**config.mk**
```make
export PLATFORM = sky130hd
export DESIGN_NAME = hm_decoder
export DESIGN_NICKNAME = d
export VERILOG_FILES = /design/src/rtl/hm_pkg.sv /design/src/rtl/hm_syndrome.sv /design/src/rtl/hm_correct.sv /design/src/rtl/hm_extract.sv /design/src/rtl/hm_decoder.sv
export SDC_FILE = /design/constraint.sdc
export NUM_CORES = 1
export LEC_CHECK = 0
export BUFFER_PORTS_ARGS = -buffer_cell sky130_fd_sc_hd__clkbuf_2
export CORE_AREA = 2 2 39 41
export DETAILED_ROUTE_END_ITERATION = 6
export DIE_AREA = 0 0 41 43
export GPL_TIMING_DRIVEN = 0
export PLACE_DENSITY = 0.8
export SYNTH_ARGS = -nofsm -noshare
export SYNTH_HDL_FRONTEND = slang
export SYNTH_SLANG_ARGS = --single-unit
```
**constraint.sdc**
```tcl
create_clock -name vclk -period 5.02
set_clock_uncertainty 0.1 [all_clocks]
set_input_delay 1.004 -clock vclk [all_inputs]
set_output_delay 1.004 -clock vclk [all_outputs]
set_load 0.02 [all_outputs]
```
**src/rtl/hm_pkg.sv**
```systemverilog
package hm_pkg;

   // Position of the k-th payload bit: k-th index that is neither 0 nor 2^n.
   function automatic int data_pos(input int k);
      int cnt;
      int res;
      cnt = 0;
      res = -1;
      for (int p = 3; p < 256; p++) begin
         if (((p & (p - 1)) != 0) && (res < 0)) begin
            if (cnt == k) res = p;
            cnt++;
         end
      end
      return res;
   endfunction

   function automatic int payload_width(input int r);
      return (1 << r) - r - 1;
   endfunction

endpackage

```
**src/rtl/hm_syndrome.sv**
```systemverilog
module hm_syndrome #(
   parameter int R = 4,
   localparam int N = 1 << R
) (
   input  logic [N-1:0] word,
   output logic [R-1:0] syn,
   output logic         par_odd
);

   // Mask of word positions whose index has bit b set.
   function automatic logic [N-1:0] sel_mask(input int b);
      logic [N-1:0] m;
      for (int i = 0; i < N; i++) m[i] = ((i >> b) & 1) == 1;
      return m;
   endfunction

   generate
      for (genvar b = 0; b < R; b++) begin : g_syn
         localparam logic [N-1:0] MASK = sel_mask(b);
         assign syn[b] = ^(word & MASK);
      end
   endgenerate

   assign par_odd = ^word;

endmodule

```
**src/rtl/hm_correct.sv**
```systemverilog
module hm_correct #(
   parameter int R = 4,
   localparam int N = 1 << R
) (
   input  logic [N-1:0] word,
   input  logic [R-1:0] syn,
   input  logic         par_odd,
   output logic [N-1:0] fixed,
   output logic         single,
   output logic         double
);

   logic [N-1:0] flip;

   generate
      for (genvar i = 0; i < N; i++) begin : g_flip
         assign flip[i] = par_odd && (syn == R'(i));
      end
   endgenerate

   assign fixed  = word ^ flip;
   assign single = par_odd;
   assign double = !par_odd && (syn != '0);

   always_comb begin
      assert_one_flip_R3: assert ($onehot0(flip))
         else $error("more than one bit inverted");
      if (single) begin
         assert_single_changes_one_R4: assert ($countones(fixed ^ word) == 1)
            else $error("single error did not change exactly one bit");
      end else begin
         assert_no_touch_R5: assert (fixed == word)
            else $error("word modified without a single error");
      end
   end

endmodule

```
**src/rtl/hm_extract.sv**
```systemverilog
module hm_extract #(
   parameter int R = 4,
   localparam int N = 1 << R,
   localparam int K = N - R - 1
) (
   input  logic [N-1:0] word,
   output logic [K-1:0] data
);

   generate
      for (genvar k = 0; k < K; k++) begin : g_pick
         localparam int P = hm_pkg::data_pos(k);
         if (P < 0 || P >= N) begin : g_bad
            $error("payload position out of range");
         end
         assign data[k] = word[P];
      end
   endgenerate

endmodule

```
**src/rtl/hm_decoder.sv**
```systemverilog
module hm_decoder #(
   parameter int CHECK_BITS = 4,
   localparam int WORD_W = 1 << CHECK_BITS,
   localparam int PAYLOAD_W = WORD_W - CHECK_BITS - 1
) (
   input  logic [WORD_W-1:0]    code_in,
   output logic [PAYLOAD_W-1:0] data_out,
   output logic                 err_single,
   output logic                 err_double
);

   generate
      if (CHECK_BITS < 2 || CHECK_BITS > 7) begin : g_range
         $error("CHECK_BITS must lie in 2..7");
      end
      if (PAYLOAD_W != hm_pkg::payload_width(CHECK_BITS)) begin : g_width
         $error("payload width mismatch");
      end
   endgenerate

   logic [CHECK_BITS-1:0] syn;
   logic                  par_odd;
   logic [WORD_W-1:0]     fixed;

   hm_syndrome #(.R(CHECK_BITS)) u_syn (
      .word    (code_in),
      .syn     (syn),
      .par_odd (par_odd)
   );

   hm_correct #(.R(CHECK_BITS)) u_fix (
      .word    (code_in),
      .syn     (syn),
      .par_odd (par_odd),
      .fixed   (fixed),
      .single  (err_single),
      .double  (err_double)
   );

   hm_extract #(.R(CHECK_BITS)) u_ext (
      .word (fixed),
      .data (data_out)
   );

   function automatic logic [CHECK_BITS-1:0] index_xor(input logic [WORD_W-1:0] w);
      logic [CHECK_BITS-1:0] s;
      s = '0;
      for (int i = 0; i < WORD_W; i++) if (w[i]) s ^= CHECK_BITS'(i);
      return s;
   endfunction

   always_comb begin
      assert_flags_exclusive_R6: assert (!(err_single && err_double))
         else $error("both error flags high");
      if (!err_double) begin
         assert_clean_after_fix_R3: assert ((index_xor(fixed) == '0) && !(^fixed))
            else $error("repaired word is not a valid codeword");
      end
   end

endmodule

```
==> impl_results.html <==
<table>
<tr><th>Metric</th><th>Value</th></tr>
<tr><th colspan="2">Outcome</th></tr>
<tr><td>Run status</td><td>finished, final reports clean</td></tr>
<tr><th colspan="2">Final layout</th></tr>
<tr><td>Area grow syn2layout</td><td>26.8%</td></tr>
<tr><td>Share of post-route cells with drive strength above 1</td><td>32.7%</td></tr>
<tr><td>Number of clock buffers in the layout</td><td>0</td></tr>
<tr><td>Seq_cells</td><td>0</td></tr>
<tr><td>Cell area after layout</td><td>781 um^2</td></tr>
<tr><td>Sequential cell area in the final layout</td><td>0 um^2</td></tr>
<tr><td>Antenna diodes</td><td>0</td></tr>
<tr><td>Nets@finish</td><td>125</td></tr>
<tr><td>Multi-input gate area in the final layout</td><td>616 um^2</td></tr>
<tr><td>Count of fill cells added during filler insertion</td><td>147</td></tr>
<tr><th colspan="2">Drt</th></tr>
<tr><td>Drt initial violations</td><td>19</td></tr>
<tr><td>DRT antenna net count</td><td>0</td></tr>
<tr><td>Final routed wirelength across all metal layers</td><td>1.57 mm</td></tr>
<tr><td>Detail-routed net length per standard cell</td><td>12.7 um</td></tr>
<tr><td>Remaining DRCs</td><td>0</td></tr>
<tr><td>Via count</td><td>728</td></tr>
<tr><td>Detailed-router iteration count before antenna repair</td><td>4</td></tr>
<tr><td>Ratio of routed vias to standard cells</td><td>5.92</td></tr>
<tr><th colspan="2">STA</th></tr>
<tr><td>Highest achievable clock rate</td><td>253 MHz</td></tr>
<tr><td>Portion of the clock cycle consumed by the worst path in the final layout</td><td>78.8%</td></tr>
<tr><td>Worst Max-Slew Pin Slew</td><td>0.655 ns</td></tr>
<tr><td>Post-Route Setup TNS</td><td>0 ns</td></tr>
<tr><td>Worst slew margin relative to its limit</td><td>56.0%</td></tr>
<tr><td>Count of endpoints failing hold in the final timing report</td><td>0</td></tr>
<tr><td>Final hold slack</td><td>2.23 ns</td></tr>
<tr><td>Max Transition Viols Final</td><td>0</td></tr>
<tr><td>Final worst path period need</td><td>3.95 ns</td></tr>
<tr><td>Setup Viol. Count Final</td><td>0</td></tr>
<tr><td>RSZ-0062 raised after global routing</td><td>false</td></tr>
<tr><td>Worst Slack Setup Final</td><td>1.07 ns</td></tr>
<tr><th colspan="2">Floorplan</th></tr>
<tr><td>Die area</td><td>0.00176 mm^2</td></tr>
<tr><td>Initial Utilization</td><td>44.5%</td></tr>
<tr><td>Number of placed I/O pins</td><td>29</td></tr>
<tr><td>Die Width</td><td>41 um</td></tr>
<tr><td>Row count</td><td>14</td></tr>
<tr><td>Core area</td><td>0.00138 mm^2</td></tr>
<tr><td>Die boundary height</td><td>43 um</td></tr>
<tr><th colspan="2">Placement</th></tr>
<tr><td>Setup slack after placement</td><td>1.06 ns</td></tr>
<tr><td>IO Port Bufs</td><td>29</td></tr>
<tr><td>Area after DPL</td><td>781 um^2</td></tr>
<tr><td>Routability congestion estimate</td><td>0.901</td></tr>
<tr><td>Post-DP HPWL</td><td>1.34 mm</td></tr>
<tr><th colspan="2">Critical path</th></tr>
<tr><td>Startpoint-to-endpoint class of the critical path</td><td>in -&gt; out</td></tr>
<tr><td>Critical Path AT</td><td>2.85 ns</td></tr>
<tr><td>Largest driver fanout on the critical path</td><td>7</td></tr>
<tr><td>Critical path launch point type</td><td>primary input</td></tr>
<tr><td>Endpoint type of the worst setup path</td><td>output port</td></tr>
<tr><td>Critical path required time</td><td>3.92 ns</td></tr>
<tr><th colspan="2">Global route</th></tr>
<tr><td>Largest net degree at the start of global routing</td><td>8</td></tr>
<tr><td>Number of global-route vias before repair</td><td>599</td></tr>
<tr><td>Global-route wire length before repair</td><td>2.48 mm</td></tr>
<tr><td>GRT Resource Usage Total</td><td>19.3%</td></tr>
<tr><td>Antenna violations before repair</td><td>0</td></tr>
<tr><td>Overflow left after global routing</td><td>0</td></tr>
<tr><th colspan="2">Synthesis</th></tr>
<tr><td>Ranking of synthesized cells by area</td><td>sky130_fd_sc_hd__xnor2_1 38%, sky130_fd_sc_hd__xor2_1 16%, sky130_fd_sc_hd__o22ai_1 11%</td></tr>
<tr><td>Cell taking the most area after synthesis</td><td>sky130_fd_sc_hd__xnor2_1</td></tr>
<tr><td>Unique cell type count in the Yosys netlist</td><td>12</td></tr>
<tr><td>Proportion of netlist area held by the largest area contributor</td><td>38.4%</td></tr>
<tr><td>Yosys warnings</td><td>0</td></tr>
<tr><td>Proportion of synthesized chip area in sequential cells</td><td>0%</td></tr>
<tr><td>Post-synthesis instance total</td><td>78</td></tr>
<tr><td>Post-Syn Area</td><td>616 um^2</td></tr>
<tr><td>Average size of a mapped cell</td><td>7.89 um^2</td></tr>
<tr><td>Post-synthesis net count</td><td>94</td></tr>
<tr><th colspan="2">Power</th></tr>
<tr><td>Worst ir drop on vdd</td><td>0.106 mV</td></tr>
<tr><td>Power per unit of standard cell area</td><td>239 mW/mm^2</td></tr>
<tr><td>Switching pwr</td><td>0.000120 W</td></tr>
<tr><td>Share of total power in combinational logic</td><td>100.0%</td></tr>
<tr><td>Portion of total power attributed to sequential cells</td><td>0%</td></tr>
<tr><td>Net switching share of the total power</td><td>64.4%</td></tr>
<tr><td>Pint</td><td>0.0000663 W</td></tr>
<tr><td>Clock group share of total power</td><td>0%</td></tr>
<tr><td>LEAKAGE</td><td>0.282 nW</td></tr>
<tr><th colspan="2">Clock tree</th></tr>
<tr><td>Cts repair resizes</td><td>0</td></tr>
<tr><td>Cts-stage hold buffer count</td><td>0</td></tr>
<tr><td>Postcts setup bufs</td><td>0</td></tr>
<tr><th colspan="2">Run</th></tr>
<tr><td>Max-cap violation count</td><td>0</td></tr>
<tr><th colspan="2">Min path</th></tr>
<tr><td>Tightest Hold Check Type</td><td>in -&gt; out</td></tr>
</table>
[kinds of logic after synthesis]
family / share of synthesized area [%]
AOI/OAI and AO/OA: 13.2
xor gates and xnor gates: 62.0
and+or+nand+nor: 24.8
[Yosys cell counts]
cell and instances:
sky130_fd_sc_hd__xnor2_1 27, sky130_fd_sc_hd__xor2_1 11, sky130_fd_sc_hd__or4_1 1, sky130_fd_sc_hd__nor4_1 7, sky130_fd_sc_hd__nor4_2 3, sky130_fd_sc_hd__nand4_1 2, sky130_fd_sc_hd__xor2_2 3, sky130_fd_sc_hd__o22ai_1 11
sky130_fd_sc_hd__nand2_1 3, sky130_fd_sc_hd__nor3_1 8, sky130_fd_sc_hd__a211oi_1 1, sky130_fd_sc_hd__a21oi_1 1
[per-layer routing]
| metal | share of wire, % | GRT usage [%] | vias up |
|---|---|---|---|
| met2 | 52 | 32.2 | 32 |
| met5 | 0 | 0 | - |
| met4 | 1.5 | 2.00 | 0 |
| li1 | - | - | 355 |
| met1 | 40 | 27.2 | 339 |
| met3 | 6.6 | 0.524 | 2 |
[area by class of cell]
type | count | share of cell area (%)
Multi-Input combinational cell | 78 | 78.8
Timing Repair Buffer | 29 | 18.6
Tap cell | 16 | 2.56
[placed cells by master (no fill, tap or decap), drive strengths merged]
cell type,Yosys,routed
nand4,2,2
o22ai,11,11
xor2,14,14
a211oi,1,1
nand2,3,3
or4,1,1
nor4,10,10
clkbuf,0,29
xnor2,27,27
a21oi,1,1
nor3,8,8
[metrics by stage]
| step | util, % | power (W) | cells |
|---|---|---|---|
| 2_1_floorplan | - | 0.000137 | 78 |
| 3_3_place_gp | 56.4 | 0.000181 | 123 |
| 3_5_place_dp | 56.4 | 0.000185 | 123 |
| 4_1_cts | 56.4 | 0.000186 | 123 |
| 5_1_grt | 56.4 | 0.000203 | 123 |
| 6_report | 56.4 | 0.000186 | 123 |
[power groups by stage]
stage / combinational, W / clock, W / sequential, W
after CTS: 0.000186 / 0 / 0
after global routing: 0.000203 / 0 / 0
final: 0.000186 / 0 / 0
after global placement: 0.000181 / 0 / 0
after floorplan: 0.000137 / 0 / 0
after detailed placement: 0.000185 / 0 / 0
[critical path, cell delays in order]
cell,delay (ns)
sky130_fd_sc_hd__clkbuf_2,0.11
sky130_fd_sc_hd__xnor2_1,0.32
sky130_fd_sc_hd__xor2_1,0.50
sky130_fd_sc_hd__xnor2_1,0.22
sky130_fd_sc_hd__a21oi_1,0.06
sky130_fd_sc_hd__or4_1,0.46
sky130_fd_sc_hd__clkbuf_2,0.17
[path summary, 6_finish.rpt]
kind | from | endpoint | cells past startpoint
setup / recovery | code_in[3] | err_double | 7
hold / removal | code_in[12] | data_out[7] | 3
Note: power is estimated with default switching activity, not from simulation.
